### src/rtl/tfw_pkg.sv
package tfw_pkg;

  typedef enum logic [2:0] {
    THR_ONE     = 3'd0,
    THR_QUARTER = 3'd1,
    THR_HALF    = 3'd2,
    THR_3QTR    = 3'd3
  } thr_code_e;

  // Threshold level for a code; codes above THR_3QTR alias to three quarters.
  function automatic int thr_entries(input logic [2:0] code, input int depth);
    case (code)
      THR_ONE:     return 1;
      THR_QUARTER: return depth / 4;
      THR_HALF:    return depth / 2;
      default:     return (3 * depth) / 4;
    endcase
  endfunction

endpackage

### src/rtl/tfw_store.sv
// Byte storage: synchronous write, asynchronous read (distributed RAM style).
module tfw_store #(
  parameter int DATA_W = 8,
  parameter int DEPTH  = 16,
  localparam int AW    = $clog2(DEPTH)
) (
  input  logic              clk,
  input  logic              we,
  input  logic [AW-1:0]     waddr,
  input  logic [DATA_W-1:0] wdata,
  input  logic [AW-1:0]     raddr,
  output logic [DATA_W-1:0] rdata
);

  logic [DATA_W-1:0] mem [DEPTH];

  always_ff @(posedge clk) begin
    if (we) mem[waddr] <= wdata;
  end

  assign rdata = mem[raddr];

endmodule

### src/rtl/tfw_ptrs.sv
// Read/write pointers and fill level. DEPTH must be a power of two.
module tfw_ptrs #(
  parameter int DEPTH = 16,
  localparam int AW   = $clog2(DEPTH),
  localparam int LW   = AW + 1
) (
  input  logic          clk,
  input  logic          rst,
  input  logic          clear,
  input  logic          push,
  input  logic          pop,
  output logic [AW-1:0] wr_ptr,
  output logic [AW-1:0] rd_ptr,
  output logic [LW-1:0] level
);

  always_ff @(posedge clk) begin
    if (rst || clear) begin
      wr_ptr <= '0;
      rd_ptr <= '0;
      level  <= '0;
    end else begin
      if (push) wr_ptr <= wr_ptr + AW'(1);
      if (pop)  rd_ptr <= rd_ptr + AW'(1);
      case ({push, pop})
        2'b10:   level <= level + LW'(1);
        2'b01:   level <= level - LW'(1);
        default: level <= level;
      endcase
    end
  end

endmodule

### src/rtl/tfw_flags.sv
// Registered status flags and event outputs, derived from the next level.
module tfw_flags #(
  parameter int DEPTH = 16,
  localparam int AW   = $clog2(DEPTH),
  localparam int LW   = AW + 1
) (
  input  logic          clk,
  input  logic          rst,
  input  logic          clear,
  input  logic          push,
  input  logic          pop,
  input  logic          drop,
  input  logic [LW-1:0] level_cur,
  input  logic [LW-1:0] thr_lvl,
  output logic          full,
  output logic          empty,
  output logic          wm,
  output logic          empty_evt,
  output logic          ovf
);

  logic [LW-1:0] lvl_next;

  always_comb begin
    if (clear) lvl_next = '0;
    else       lvl_next = level_cur + LW'(push) - LW'(pop);
  end

  always_ff @(posedge clk) begin
    if (rst) begin
      full      <= 1'b0;
      empty     <= 1'b1;
      wm        <= 1'b0;
      empty_evt <= 1'b0;
      ovf       <= 1'b0;
    end else begin
      full      <= (lvl_next == LW'(DEPTH));
      empty     <= (lvl_next == '0);
      wm        <= (lvl_next >= thr_lvl) ? (wm | (push & ~clear)) : 1'b0;
      empty_evt <= ~clear & pop & ~push & (level_cur == LW'(1));
      ovf       <= drop;
    end
  end

endmodule

### src/rtl/tx_fifo_wm.sv
module tx_fifo_wm #(
  parameter int DATA_W = 8,
  parameter int DEPTH  = 16,
  localparam int AW    = $clog2(DEPTH),
  localparam int LW    = AW + 1
) (
  input  logic              clk,
  input  logic              rst,
  input  logic              tx_enable_i,
  input  logic              wdata_we_i,
  input  logic [DATA_W-1:0] wdata_i,
  input  logic              fctl_we_i,
  input  logic              fctl_txrst_i,
  input  logic [2:0]        fctl_thr_i,
  input  logic              pop_ready_i,
  output logic              pop_valid_o,
  output logic [DATA_W-1:0] pop_data_o,
  output logic [LW-1:0]     level_o,
  output logic              full_o,
  output logic              empty_o,
  output logic              tx_wm_o,
  output logic              tx_empty_evt_o,
  output logic              ovf_o
);

  logic          clear;
  logic          pop_fire;
  logic          push_acc;
  logic          drop;
  logic [2:0]    thr_code_q;
  logic [2:0]    thr_code_n;
  logic [LW-1:0] thr_lvl;
  logic [AW-1:0] wr_ptr;
  logic [AW-1:0] rd_ptr;

  assign clear       = fctl_we_i & fctl_txrst_i;
  assign pop_valid_o = tx_enable_i & ~empty_o;
  assign pop_fire    = pop_valid_o & pop_ready_i;
  assign push_acc    = wdata_we_i & ~clear & (~full_o | pop_fire);
  assign drop        = wdata_we_i & ~clear & ~push_acc;

  assign thr_code_n = fctl_we_i ? fctl_thr_i : thr_code_q;
  assign thr_lvl    = LW'(tfw_pkg::thr_entries(thr_code_n, DEPTH));

  always_ff @(posedge clk) begin
    if (rst) thr_code_q <= tfw_pkg::THR_ONE;
    else     thr_code_q <= thr_code_n;
  end

  tfw_store #(.DATA_W(DATA_W), .DEPTH(DEPTH)) u_store (
    .clk   (clk),
    .we    (push_acc),
    .waddr (wr_ptr),
    .wdata (wdata_i),
    .raddr (rd_ptr),
    .rdata (pop_data_o)
  );

  tfw_ptrs #(.DEPTH(DEPTH)) u_ptrs (
    .clk    (clk),
    .rst    (rst),
    .clear  (clear),
    .push   (push_acc),
    .pop    (pop_fire),
    .wr_ptr (wr_ptr),
    .rd_ptr (rd_ptr),
    .level  (level_o)
  );

  tfw_flags #(.DEPTH(DEPTH)) u_flags (
    .clk       (clk),
    .rst       (rst),
    .clear     (clear),
    .push      (push_acc),
    .pop       (pop_fire),
    .drop      (drop),
    .level_cur (level_o),
    .thr_lvl   (thr_lvl),
    .full      (full_o),
    .empty     (empty_o),
    .wm        (tx_wm_o),
    .empty_evt (tx_empty_evt_o),
    .ovf       (ovf_o)
  );

endmodule

### config.mk
export PLATFORM = sky130hd
export DESIGN_NAME = tx_fifo_wm
export DESIGN_NICKNAME = d
export VERILOG_FILES = /design/src/rtl/tfw_pkg.sv /design/src/rtl/tfw_store.sv /design/src/rtl/tfw_ptrs.sv /design/src/rtl/tfw_flags.sv /design/src/rtl/tx_fifo_wm.sv
export SDC_FILE = /design/constraint.sdc
export NUM_CORES = 1
export LEC_CHECK = 0
export ABC_CLOCK_PERIOD_IN_PS = 2900
export BUFFER_PORTS_ARGS = -buffer_cell sky130_fd_sc_hd__buf_2
export CORE_MARGIN = 3
export CORE_UTILIZATION = 43
export DETAILED_ROUTE_END_ITERATION = 16
export HOLD_SLACK_MARGIN = 0.02
export PLACE_DENSITY = 0.66
export SYNTH_ARGS = -nofsm -noshare
export SYNTH_HDL_FRONTEND = slang
export SYNTH_SLANG_ARGS = --single-unit
### constraint.sdc
create_clock -name clk -period 2.9 [get_ports clk]
set_input_delay 0.58 -clock clk [delete_from_list [all_inputs] [get_ports clk]]
set_output_delay 0.58 -clock clk [all_outputs]
set_load 0.02 [all_outputs]
* After elaboration in Yosys (flattened, before gate mapping)
Memories as Yosys holds them, arrays and structs flattened. A register that Yosys moved wholly into a read port is not among the register bits. Cells that the tools add are included.
Operators by class: reductions and logical operators 5, bitwise gates (word level) 17, magnitude comparators 1, $add $sub $neg 6, muxes and demuxes 8, eq/ne operators 6
Operators with widths (count):
- $pmux W4 S3 | 1
- $and A1 B1 Y1 | 10
- $pmux W5 S2 | 1
- $add A4 B1 Y4 const B | 2
- $mux W4 | 2
- $add A5 B1 Y5 | 1
- $add A5 B1 Y5 const B | 1
- $eq A5 B1 Y1 const B | 1
- $eq A5 B5 Y1 const B | 1
- $ge A5 B4 Y1 | 1
- $logic_not A5 Y1 | 1
- $mux W5 | 1
- $not A1 Y1 | 5
- $sub A5 B1 Y5 | 1
- $sub A5 B1 Y5 const B | 1
- $eq A3 B1 Y1 const B | 1
- $eq A3 B2 Y1 const B | 1
- $logic_not A3 Y1 | 1
- $mux W3 | 1
- $eq A2 B1 Y1 const B | 1
- $eq A2 B2 Y1 const B | 1
- $mux W1 | 2
- $or A1 B1 Y1 | 2
- $reduce_bool A2 Y1 | 1
- 2 further kinds | 2
Word-level totals: memories kept 1, memory bits (writable) 128, word-level logic and storage cells 53, bits of input ports 18, flip-flop bits (word level) 21
Memories:
- u_store.mem | words 16, width 8, read ports 1, clocked after Yosys merged registers in 1, write ports 1, line tfw_store.sv:15 | logic [DATA_W-1:0] mem [DEPTH];

* Logic depth before layout (Yosys ltp)
Gate-level depths: netlist of run 1.
depth after elaboration 11, gate-level depth with buffers 14, mapped depth without buffers 14

* Modules after synthesis
Synthesis of run 1 repeated with hierarchy kept, for this count alone.
Unflattened totals: cell total of the unflattened synthesis 381, area total of the unflattened synthesis 6422.4 sq um
By module, submodules not included:
- tfw_store | seq. area each 3843.7 sq um, cells each 221, area each 4987.3 sq um, instances 1
- tfw_ptrs | seq. area each 260.2 sq um, cells each 76, area each 711.9 sq um, instances 1
- tfw_flags | seq. area each 100.1 sq um, cells each 57, area each 496.7 sq um, instances 1
- tx_fifo_wm | seq. area each 60.1 sq um, cells each 27, area each 226.5 sq um, instances 1

* Least setup slack after synthesis of run 1
No wires, ideal clock.
path kind input -> register, start point in fctl_we_i, end point reg u_flags.wm, required time 2.771 ns, data arrival time 2.805 ns, setup time 0.129 ns, slack -0.034 ns, stages on the path 12, path through buf_2 a21bo_2 a21oi_2 ha_1 inv_1 fa_1 xnor2_1 nor2_1 ha_1 o21a_1 a21oi_1 a311oi_1
On the way: longest elaborated chain between the ends 10, elaborated cells between the ends (all ways) 17, those cells by class add/sub: 2; order compare: 1; eq/ne: 2; mux: 3; bitwise: 7; reduce/logical: 2
RTL lines:
- start: declaration | line tx_fifo_wm.sv:12 | input logic fctl_we_i,
- $and A1 B1 Y1 (*) | line tx_fifo_wm.sv:36 | assign clear = fctl_we_i & fctl_txrst_i;
- $not A1 Y1 (*) | line tx_fifo_wm.sv:39 | assign push_acc = wdata_we_i & ~clear & (~full_o | pop_fire);
- $and A1 B1 Y1 (*) (2 in series) | line tx_fifo_wm.sv:39
- via push_acc | line tx_fifo_wm.sv:28 | logic push_acc;
- $add A5 B1 Y5 | line tfw_flags.sv:26 | else lvl_next = level_cur + LW'(push) - LW'(pop);
- $sub A5 B1 Y5 | line tfw_flags.sv:26
- $mux W5 | line tfw_flags.sv:25 | if (clear) lvl_next = '0;
- $ge A5 B4 Y1 | line tfw_flags.sv:39 | wm <= (lvl_next >= thr_lvl) ? (wm | (push & ~clear)) : 1'b0;
- $not A1 Y1 (no line)
- $reduce_or A2 Y1 (no line)
- end signal: assignment | line tfw_flags.sv:39
- end: declaration | line tfw_flags.sv:17 | output logic wm,
The timed path passes the listed nets; every way through them passes the cells marked *. A chain may end at the register's enable or synchronous reset.

==> results of run 1 <==
[how the worst max path moves through the flow]
| stage | cells after the start | start | slack [ns] | end |
|---|---|---|---|---|
| after CTS | 5 | flip-flop | 0.11 | pop_data_o[7] |
| after global placement | 14 | tx_enable_i | 0.11 | u_flags.wm$_SDFF_PP0_ |
| after floorplan | 12 | fctl_we_i | 0.05 | u_flags.wm$_SDFF_PP0_ |
| after global routing | 13 | u_flags.empty$_SDFF_PP1_ | 0.04 | u_flags.wm$_SDFF_PP0_ |
| after detailed placement | 14 | tx_enable_i | 0.02 | u_flags.wm$_SDFF_PP0_ |
| final | 5 | flip-flop | 0.17 | pop_data_o[7] |
[power by group]
part / total, uW / internal (uW) / switching [uW]
clock: 2150 / 1160 / 992
sequential: 2440 / 2410 / 23.9
combinational: 371 / 157 / 214
[kinds of logic (layout without fill, tap and decap cells)]
group,count (synthesis),in the layout
compound gates,41,41
xor+xnor,12,12
fa+ha+maj,23,23
buf+inv,27,103
flops,153,153
mux,37,37
simple gates,85,85
[synth_stat cells (all sizes together)]
| cell type | n |
|---|---|
| and2b | 1 |
| xnor2 | 6 |
| o21a | 3 |
| nand4 | 1 |
| a311oi | 1 |
| and4 | 1 |
| nand2b | 5 |
| fa | 1 |
| nor2b | 3 |
| a21oi | 7 |
| a21bo | 1 |
| and2 | 3 |
| edfxtp | 128 |
| a22oi | 16 |
| mux4 | 32 |
| nor3 | 5 |
| clkbuf | 3 |
| a211oi | 2 |
| inv | 11 |
| nand3 | 1 |
| and3b | 2 |
| or3 | 2 |
| a41o | 1 |
| xor2 | 6 |
| o211ai | 1 |
| o32ai | 2 |
| mux2i | 5 |
| o21bai | 2 |
| ha | 22 |
| buf | 9 |
| or3b | 1 |
| clkdlybuf4s25 | 3 |
| nor4bb | 1 |
| nor2 | 32 |
| a31oi | 2 |
| nand2 | 25 |
| clkinv | 1 |
| a211o | 1 |
| nand3b | 1 |
| nor4 | 1 |
| dfxtp | 25 |
| o21ai | 2 |
[routing by layer]
metal	routed length [um]	share of wire, %	vias to the layer above	track usage, %
li1	-	-	1605	-
met1	5370	46	1689	22.0
met2	5660	48	83	23.5
met3	526	4.5	18	3.67
met4	230	2.0	0	6.99
met5	0	0	-	0
[state kept, by name, indices dropped and copies added (netlist names), named ones only]
name,cells
u_store.mem,128
u_ptrs.level,5
u_ptrs.rd_ptr,4
u_ptrs.wr_ptr,4
thr_code_q,3
u_flags.empty,1
u_flags.empty_evt,1
u_flags.full,1
u_flags.ovf,1
u_flags.wm,1
[stage by stage]
| stage | instance area (um2) | std cells |
|---|---|---|
| 2_1_floorplan | 6420 | 378 |
| 3_3_place_gp | 6910 | 606 |
| 3_5_place_dp | 6910 | 606 |
| 4_1_cts | 7510 | 638 |
| 5_1_grt | 7510 | 638 |
| 6_report | 7510 | 638 |
[cell type report]
| cell class | instances | area share [%] |
|---|---|---|
| clock buffers | 17 | 5.67 |
| flip-flops and latches | 153 | 57.9 |
| well taps | 184 | 3.07 |
| clock inverters | 15 | 2.27 |
| inverters | 12 | 0.600 |
| multi-input cells | 198 | 25.7 |
| repair buffers | 59 | 4.87 |
==> metrics.csv, run 1 <==
stage;metric;value;unit
outcome;status;complete, no violations;
yosys;synth top area cells;edfxtp_1, dfxtp_1, mux4_2, mux4_1, ha_1;
setup_path;Reg-to-Reg Start;u_flags.empty$_SDFF_PP1_;
setup_path;R2R setup slack;0.23;ns
worst_hold_path;HP Class;in -> reg;
pwr;pwr/cell area;661;nW/um2
setup_path;R2R depth;13;
route;total number of vias;3395;
sta;Final min period;2.73;ns
final_layout;area of the multi-input gates;1930;um2
yosys;post-synthesis xor/xnor area fraction;1.64;%
sta;Final period util;94.1;%
route;DRT antenna net count;0;
cts;postcts setup bufs;0;
floorplanning;Die ar.;16400;um2
worst_hold_path;Hold Path End;thr_code_q[0]$_SDFF_PP0_;
setup_path;crit end category;primary output;
yosys;syn avg cell area;17.0;um2
sta;Setup TNS Final;0;ns
sta;Fmax;366;MHz
place;DP Worst Slack;0.0244;ns
setup_path;Data arrival, critical path;2.15;ns
cts;post-CTS sizing;0;
pwr;Pwr Total;4960;uW
place;HPWL Detailed;7.87;mm
setup_path;crit-path cells;buf_12, mux4_1, a22oi_1, nand2_1, buf_2;
cts;Clk Latency, worst-skew pair;0.43;ns
final_layout;area occupied by registers;4350;um2
final_layout;filler instances;1163;
pwr;Leakage Power;0.00265;uW
grt;largest net degree at the start of global routing;33;
route;1st-iter DRT viols;350;
yosys;post-synthesis cell area;6410;um2
cts;CTS tree;built;
floorplanning;CORE AREA;14600;um2
place;GPL Wtd Cong;0.789;
sta;Setup WS post-layout;0.170;ns
sta;endpoints failing setup;0;
final_layout;proportion of layout cells with a drive suffix above 1;24.7;%
setup_path;RR Endpoint;u_flags.wm$_SDFF_PP0_;
route;First-pass DRT Iterations;5;
cts;CTS Buf Count;17;
cts;CTS root buf;clkbuf_16;
sta;count of final max-slew check failures;0;
setup_path;Buffers & Inverters on Critical Path;2;
grt;initial antenna violation count;0;
sta;RSZ-0062 raised after global routing;no;
sta;clock skew;0.0101;ns
yosys;mux share of post-synthesis cell area;12.8;%
yosys;sequential share of the synthesized area;67.7;%
setup_path;CP top delay family;multiplexers;
setup_path;critical-path maximum fanout;32;
floorplanning;Chip Width;128;um
floorplanning;Rows;44;
cts;Reg clk slew, reported paths;0.07;ns
sta;Min Hold Slack;0.394;ns
worst_hold_path;Hold Crit Start;rst;
cts;hold buffer count at CTS;0;
route;WL final;11.8;mm
grt;number of global-route vias before repair;3538;
grt;Overall Global Routing Usage;15.7;%
sta;Slew headroom;57.1;%
route;Via-to-Cell Ratio;5.32;
cts;clock sinks;153;
yosys;cell taking the most area after synthesis;edfxtp_1;
yosys;Yosys cell types;48;
worst_hold_path;Hold Path Depth;2;
floorplanning;die span in y;128;um
grt;global route total overflow;0;
final_layout;Area Overhead vs Synth;17.1;%
sta;Fin. Hold Viols;0;
route;DRC Markers;0;
cts;H-tree lvl count;4;
final_layout;antenna fix cells;0;
floorplanning;num ports;37;
yosys;adder-cell share of the synthesized area;4.60;%
sta;Least-Margin Pin Slew;0.641;ns
setup_path;required time worst endpoint;2.32;ns
yosys;simple-gate share of the synthesized area;6.20;%
place;IO Port Bufs;36;
floorplanning;starting density of the core;44.0;%
yosys;Synth warnings;0;
setup_path;slowest cell delay on critical path;0.58;ns
route;wire per inst;18.5;um
cts;CTS max path bufs;2;
yosys;Synth Instances;378;
setup_path;Worst setup SP type;flip-flop;
run;MaxCap Viol Count;0;
yosys;Seq cells post-synth;153;
final_layout;post-layout utilization of the core;51.5;%
yosys;share of the synthesized area in the top cell type;59.9;%
yosys;Mapped Nets;419;
setup_path;Setup Crit Path Kind;reg -> out;
grt;first-pass GRT wire length;19.2;mm
final_layout;most common cell after layout, fill and taps aside;edfxtp_1;
yosys;Compound-Gate Fraction of Synth Area;4.62;%
setup_path;critical path's slowest cell;mux4_1;
yosys;largest family of logic cells by synthesized area;multiplexers;
final_layout;Nets;482;
pwr;Worst VDD drop;0.000388;V
final_layout;commonest non-fill, non-tap cells in the layout;edfxtp_1, buf_2, nor2_1;
(Power assumes the default switching activity.)
==> inputs of run 2 (changes only) <==
==> constraint.sdc (replaced) <==
create_clock -name clk -period 2.9 [get_ports clk]
set_input_delay 0.29 -clock clk [delete_from_list [all_inputs] [get_ports clk]]
set_output_delay 0.29 -clock clk [all_outputs]
set_load 0.02 [all_outputs]
==> metrics.csv, run 2 (synthesized netlist as in run 1, its figures left out) <==
stage;metric;value;unit;change
outcome;status;complete, no violations;;unchanged
final_layout;biggest regs;u_store.mem (128), u_ptrs.level (5);;unchanged
cts;H-tree lvl count;4;;unchanged
place;GPL Wtd Cong;0.802;;was 0.789
route;wire per inst;18.7;um;was 18.5 um
cts;CTS root buf;clkbuf_16;;unchanged
setup_path;critical-path maximum fanout;7;;was 32
cts;CTS max path bufs;2;;unchanged
sta;Final min period;2.64;ns;was 2.73 ns
setup_path;Setup Crit Path Kind;reg -> reg;;was reg -> out
grt;number of global-route vias before repair;3511;;was 3538
final_layout;max reg flops;128;;unchanged
floorplanning;starting density of the core;44.0;%;unchanged
floorplanning;CORE AREA;14600;um2;unchanged
final_layout;Area Overhead vs Synth;15.6;%;was 17.1%
floorplanning;Die ar.;16400;um2;unchanged
cts;CTS Buf Count;17;;unchanged
sta;Setup TNS Final;0;ns;unchanged
cts;Clk Latency, worst-skew pair;0.41;ns;was 0.43 ns
final_layout;commonest non-fill, non-tap cells in the layout;edfxtp_1, buf_2, nor2_1;;unchanged
final_layout;antenna fix cells;0;;unchanged
final_layout;post-layout utilization of the core;50.8;%;was 51.5%
final_layout;proportion of layout cells with a drive suffix above 1;23.1;%;was 24.7%
sta;RSZ-0062 raised after global routing;no;;unchanged
setup_path;Data arrival, critical path;2.92;ns;was 2.15 ns
final_layout;Nets;479;;was 482
route;WL final;11.9;mm;was 11.8 mm
cts;hold buffer count at CTS;0;;unchanged
sta;endpoints failing setup;0;;unchanged
sta;Fin. Hold Viols;0;;unchanged
route;Via-to-Cell Ratio;5.29;;was 5.32
setup_path;required time worst endpoint;3.19;ns;was 2.32 ns
sta;Final period util;91.0;%;was 94.1%
route;DRC Markers;0;;unchanged
place;IO Port Bufs;36;;unchanged
floorplanning;Chip Width;128;um;unchanged
floorplanning;num ports;37;;unchanged
place;HPWL Detailed;8.09;mm;was 7.87 mm
cts;post-CTS sizing;0;;unchanged
final_layout;largest reg by FF count;u_store.mem;;unchanged
sta;Slew headroom;53.5;%;was 57.1%
pwr;Worst VDD drop;0.000350;V;was 0.000388 V
floorplanning;die span in y;128;um;unchanged
grt;Overall Global Routing Usage;15.6;%;was 15.7%
place;DP Worst Slack;0.269;ns;was 0.0244 ns
cts;Reg clk slew, reported paths;0.06;ns;was 0.07 ns
sta;clock skew;0.00754;ns;was 0.0101 ns
sta;Fmax;379;MHz;was 366 MHz
grt;first-pass GRT wire length;19.1;mm;was 19.2 mm
final_layout;most common cell after layout, fill and taps aside;edfxtp_1;;unchanged
setup_path;Worst setup SP type;flip-flop;;unchanged
grt;initial antenna violation count;0;;unchanged
cts;CTS tree;built;;unchanged
sta;Setup WS post-layout;0.262;ns;was 0.170 ns
grt;largest net degree at the start of global routing;33;;unchanged
sta;Least-Margin Pin Slew;0.696;ns;was 0.641 ns
route;1st-iter DRT viols;311;;was 350
grt;global route total overflow;0;;unchanged
pwr;pwr/cell area;645;nW/um2;was 661 nW/um2
route;total number of vias;3356;;was 3395
pwr;Leakage Power;0.00261;uW;was 0.00265 uW
route;DRT antenna net count;0;;unchanged
setup_path;crit end category;flip-flop;;was primary output
cts;postcts setup bufs;0;;unchanged
worst_hold_path;HP Class;in -> reg;;unchanged
cts;clock sinks;153;;unchanged
sta;Min Hold Slack;0.127;ns;was 0.394 ns
sta;count of final max-slew check failures;0;;unchanged
floorplanning;Rows;44;;unchanged
route;First-pass DRT Iterations;4;;was 5
run;MaxCap Viol Count;0;;unchanged
==> run 2: cell types whose count changed in the layout (fill, tap and decap cells not counted), sizes merged <==
cell / previous run / this run
clkbuf: 17 / 19
clkinv: 6 / 8
bufinv: 0 / 1
buf: 59 / 56
inv: 20 / 14
==> run 2: worst max-delay path: stages, from the launching register on <==
cell      delay (ns)
dfxtp_1         0.32
nand3b_1        0.30
clkinv_1        0.12
nand2_1         0.09
nand2_1         0.07
ha_1            0.16
inv_1           0.05
fa_1            0.39
xnor2_1         0.27
nor2_1          0.07
ha_1            0.29
o21a_1          0.17
a21oi_1         0.13
a311oi_1        0.09
==> run 2: cell type report <==
class / count / area [um2]
Inverter: 12 / 45.0
Tap cell: 184 / 230
Fill cell: 1198 / 7170
Sequential cell: 153 / 4350
Clock buffer: 19 / 433
Multi-Input combinational cell: 198 / 1920
Clock inverter: 12 / 100
Timing Repair Buffer: 56 / 343
==> run 2: worst paths after layout <==
path	endpoint	depth (start not counted)	startpoint	slack (ns)
max	u_flags.wm$_SDFF_PP0_	13	u_flags.empty$_SDFF_PP1_	0.26
min	thr_code_q[1]$_SDFF_PP0_	2	rst	0.13
max reg2reg	u_flags.wm$_SDFF_PP0_	13	u_flags.empty$_SDFF_PP1_	0.26
min reg2reg	u_flags.wm$_SDFF_PP0_	2	u_flags.wm$_SDFF_PP0_	0.51
==> run 2: per-stage QoR <==
step	cells	power (uW)	cell area, um2
global placement	603	2830	6880
floorplan	378	2720	6410
detailed placement	603	2840	6880
finish	634	4780	7410
global route	634	4970	7410
CTS	634	4840	7410
==> run 2: where the power goes <==
group	internal, uW	switching [uW]	total (uW)
registers	2410	23.0	2440
logic	148	207	355
clock network	1170	822	1990
==> run 2: routing by layer <==
| metal | part of all wire [%] | GRT usage, % | wire, um | vias to the layer above |
|---|---|---|---|---|
| li1 | - | - | - | 1594 |
| met1 | 45 | 21.4 | 5300 | 1681 |
| met2 | 50 | 24.7 | 5900 | 76 |
| met3 | 5.1 | 3.96 | 607 | 5 |
| met4 | 0.60 | 5.06 | 71 | 0 |
| met5 | 0 | 0 | 0 | - |
==> inputs of run 3 (changes only) <==
REMOVE_ABC_BUFFERS = 1   (was unset)
==> metrics.csv, run 3 (synthesized netlist as in run 1, its figures left out) <==
stage;metric;value;unit;change
outcome;status;complete, no violations;;unchanged
pwr;pwr/cell area;669;nW/um2;was 645 nW/um2
cts;H-tree lvl count;4;;unchanged
floorplanning;Rows;44;;unchanged
setup_path;crit end category;flip-flop;;unchanged
place;HPWL Detailed;7.93;mm;was 8.09 mm
final_layout;commonest non-fill, non-tap cells in the layout;edfxtp_1, buf_2, nor2_1;;unchanged
setup_path;Data arrival, critical path;2.94;ns;was 2.92 ns
setup_path;slowest cell delay on critical path;0.42;ns;was 0.39 ns
grt;Overall Global Routing Usage;16.0;%;was 15.6%
sta;endpoints failing setup;0;;unchanged
route;Via-to-Cell Ratio;5.35;;was 5.29
pwr;Leakage Power;0.00265;uW;was 0.00261 uW
route;total number of vias;3408;;was 3356
route;DRC Markers;0;;unchanged
sta;Final period util;91.6;%;was 91.0%
final_layout;final instance area;7510;um2;was 7410 um2
setup_path;crit path launch;u_flags.empty$_SDFF_PP1_;;unchanged
grt;global route total overflow;0;;unchanged
route;1st-iter DRT viols;248;;was 311
grt;number of global-route vias before repair;3568;;was 3511
grt;initial antenna violation count;0;;unchanged
floorplanning;Die ar.;16400;um2;unchanged
sta;count of final max-slew check failures;0;;unchanged
final_layout;Nets;482;;was 479
cts;CTS tree;built;;unchanged
run;MaxCap Viol Count;0;;unchanged
sta;Least-Margin Pin Slew;0.746;ns;was 0.696 ns
cts;hold buffer count at CTS;0;;unchanged
pwr;Worst VDD drop;0.000393;V;was 0.000350 V
setup_path;required time worst endpoint;3.19;ns;about the same
route;wire per inst;19.2;um;was 18.7 um
setup_path;CP top delay family;adder cells;;unchanged
final_layout;proportion of layout cells with a drive suffix above 1;24.3;%;was 23.1%
grt;first-pass GRT wire length;19.3;mm;was 19.1 mm
route;WL final;12.2;mm;was 11.9 mm
setup_path;critical-path maximum fanout;6;;was 7
cts;CTS root buf;clkbuf_16;;unchanged
place;GPL Wtd Cong;0.797;;was 0.802
cts;clock sinks;153;;unchanged
worst_hold_path;Hold Crit Start;rst;;unchanged
cts;CTS Buf Count;17;;unchanged
final_layout;most common cell after layout, fill and taps aside;edfxtp_1;;unchanged
sta;RSZ-0062 raised after global routing;no;;unchanged
route;DRT antenna net count;0;;unchanged
sta;Final min period;2.66;ns;was 2.64 ns
floorplanning;starting density of the core;44.0;%;unchanged
place;Placed Area;6890;um2;was 6880 um2
setup_path;Setup Crit Path Kind;reg -> reg;;unchanged
final_layout;Area Overhead vs Synth;17.1;%;was 15.6%
sta;clock skew;0.0130;ns;was 0.00754 ns
cts;Reg clk slew, reported paths;0.06;ns;about the same
floorplanning;die span in y;128;um;unchanged
cts;Clk Latency, worst-skew pair;0.42;ns;was 0.41 ns
final_layout;antenna fix cells;0;;unchanged
setup_path;critical path's slowest cell;fa_1;;unchanged
final_layout;biggest regs;u_store.mem (128), u_ptrs.level (5);;unchanged
sta;Setup TNS Final;0;ns;unchanged
grt;largest net degree at the start of global routing;33;;unchanged
final_layout;largest reg by FF count;u_store.mem;;unchanged
setup_path;crit-path cells;nand3b_1, clkinv_1, nand2_1, nand2_1, ha_1, inv_1, fa_1, xnor2_2, nor2_1, ha_1, o21a_1, a21oi_1, a311oi_1;;was nand3b_1, clkinv_1, nand2_1, nand2_1, ha_1, inv_1, fa_1, xnor2_1, nor2_1, ha_1, o21a_1, a21oi_1, a311oi_1
cts;CTS max path bufs;2;;unchanged
place;IO Port Bufs;36;;unchanged
sta;Fin. Hold Viols;0;;unchanged
sta;Fmax;376;MHz;was 379 MHz
final_layout;max reg flops;128;;unchanged
sta;Slew headroom;50.2;%;was 53.5%
floorplanning;CORE AREA;14600;um2;unchanged
worst_hold_path;HP Class;in -> reg;;unchanged
route;First-pass DRT Iterations;4;;unchanged
setup_path;Reg-to-Reg Start;u_flags.empty$_SDFF_PP1_;;unchanged
floorplanning;Chip Width;128;um;unchanged
setup_path;Buffers & Inverters on Critical Path;2;;unchanged
floorplanning;num ports;37;;unchanged
setup_path;Worst setup SP type;flip-flop;;unchanged
-- run 3: cell count changes in the layout (fill, tap and decap cells not counted), sizes merged --
| cell | before | now |
|---|---|---|
| clkinvlp | 1 | 2 |
| inv | 14 | 16 |
| bufinv | 1 | 3 |
| buf | 56 | 59 |
| clkinv | 8 | 3 |
-- run 3: stage by stage --
stage                     power [uW]  worst slack [ns]  instances  util (%)  hold slack (ns)
after floorplan                 2710             0.184        363         -            0.362
after global placement          2830             0.318        604      47.2            0.486
after detailed placement        2850             0.158        604      47.2            0.506
after CTS                       5070             0.131        635      51.3           0.0928
after global routing            5200          0.000816        637      51.5            0.112
final                           5020             0.243        637      51.5            0.122
-- run 3: worst paths after layout --
kind	to	cells past startpoint	slack, ns
setup / recovery	u_flags.wm$_SDFF_PP0_	13	0.24
hold reg to reg	u_ptrs.rd_ptr[1]$_SDFFE_PP0P_	2	0.51
hold / removal	thr_code_q[2]$_SDFF_PP0_	2	0.12
setup reg to reg	u_flags.wm$_SDFF_PP0_	13	0.24
-- run 3: final cells by class --
class / instances / area [um2]
clock buffer: 19 / 433
clock inverter: 12 / 165
fill: 1189 / 7080
inverter: 12 / 45.0
multi-input combinational: 198 / 1930
sequential: 153 / 4350
tap: 184 / 230
timing repair buffer: 59 / 365
-- run 3: power breakdown --
group          switching (uW)  internal (uW)  total, uW
combinational             211            154        365
sequential               24.6           2410       2440
clock                     856           1360       2220
total                    1090           3930       5020
-- run 3: layer usage --
layer | wire (um) | up-vias | GRT usage, %
met5 | 0 | - | 0
met4 | 273 | 0 | 6.68
met3 | 427 | 19 | 3.50
met2 | 6290 | 70 | 27.4
met1 | 5220 | 1717 | 19.6
li1 | - | 1602 | -
-- run 3: timing repair --
item / CTS / global route
resized for setup: 0 / 1
endpoints found under the setup margin: 0 / 1
setup buffers: 0 / 2
-- run 3: worst register-to-register path: cells and delay by family (launching register included) --
kind | cells | cell delay [ns]
DFF | 1 | 0.32
buffers and inverters | 2 | 0.18
AOI/OAI and AO/OA | 3 | 0.41
adders and majority gates | 3 | 0.89
and+or+nand+nor | 4 | 0.53
xor gates and xnor gates | 1 | 0.21
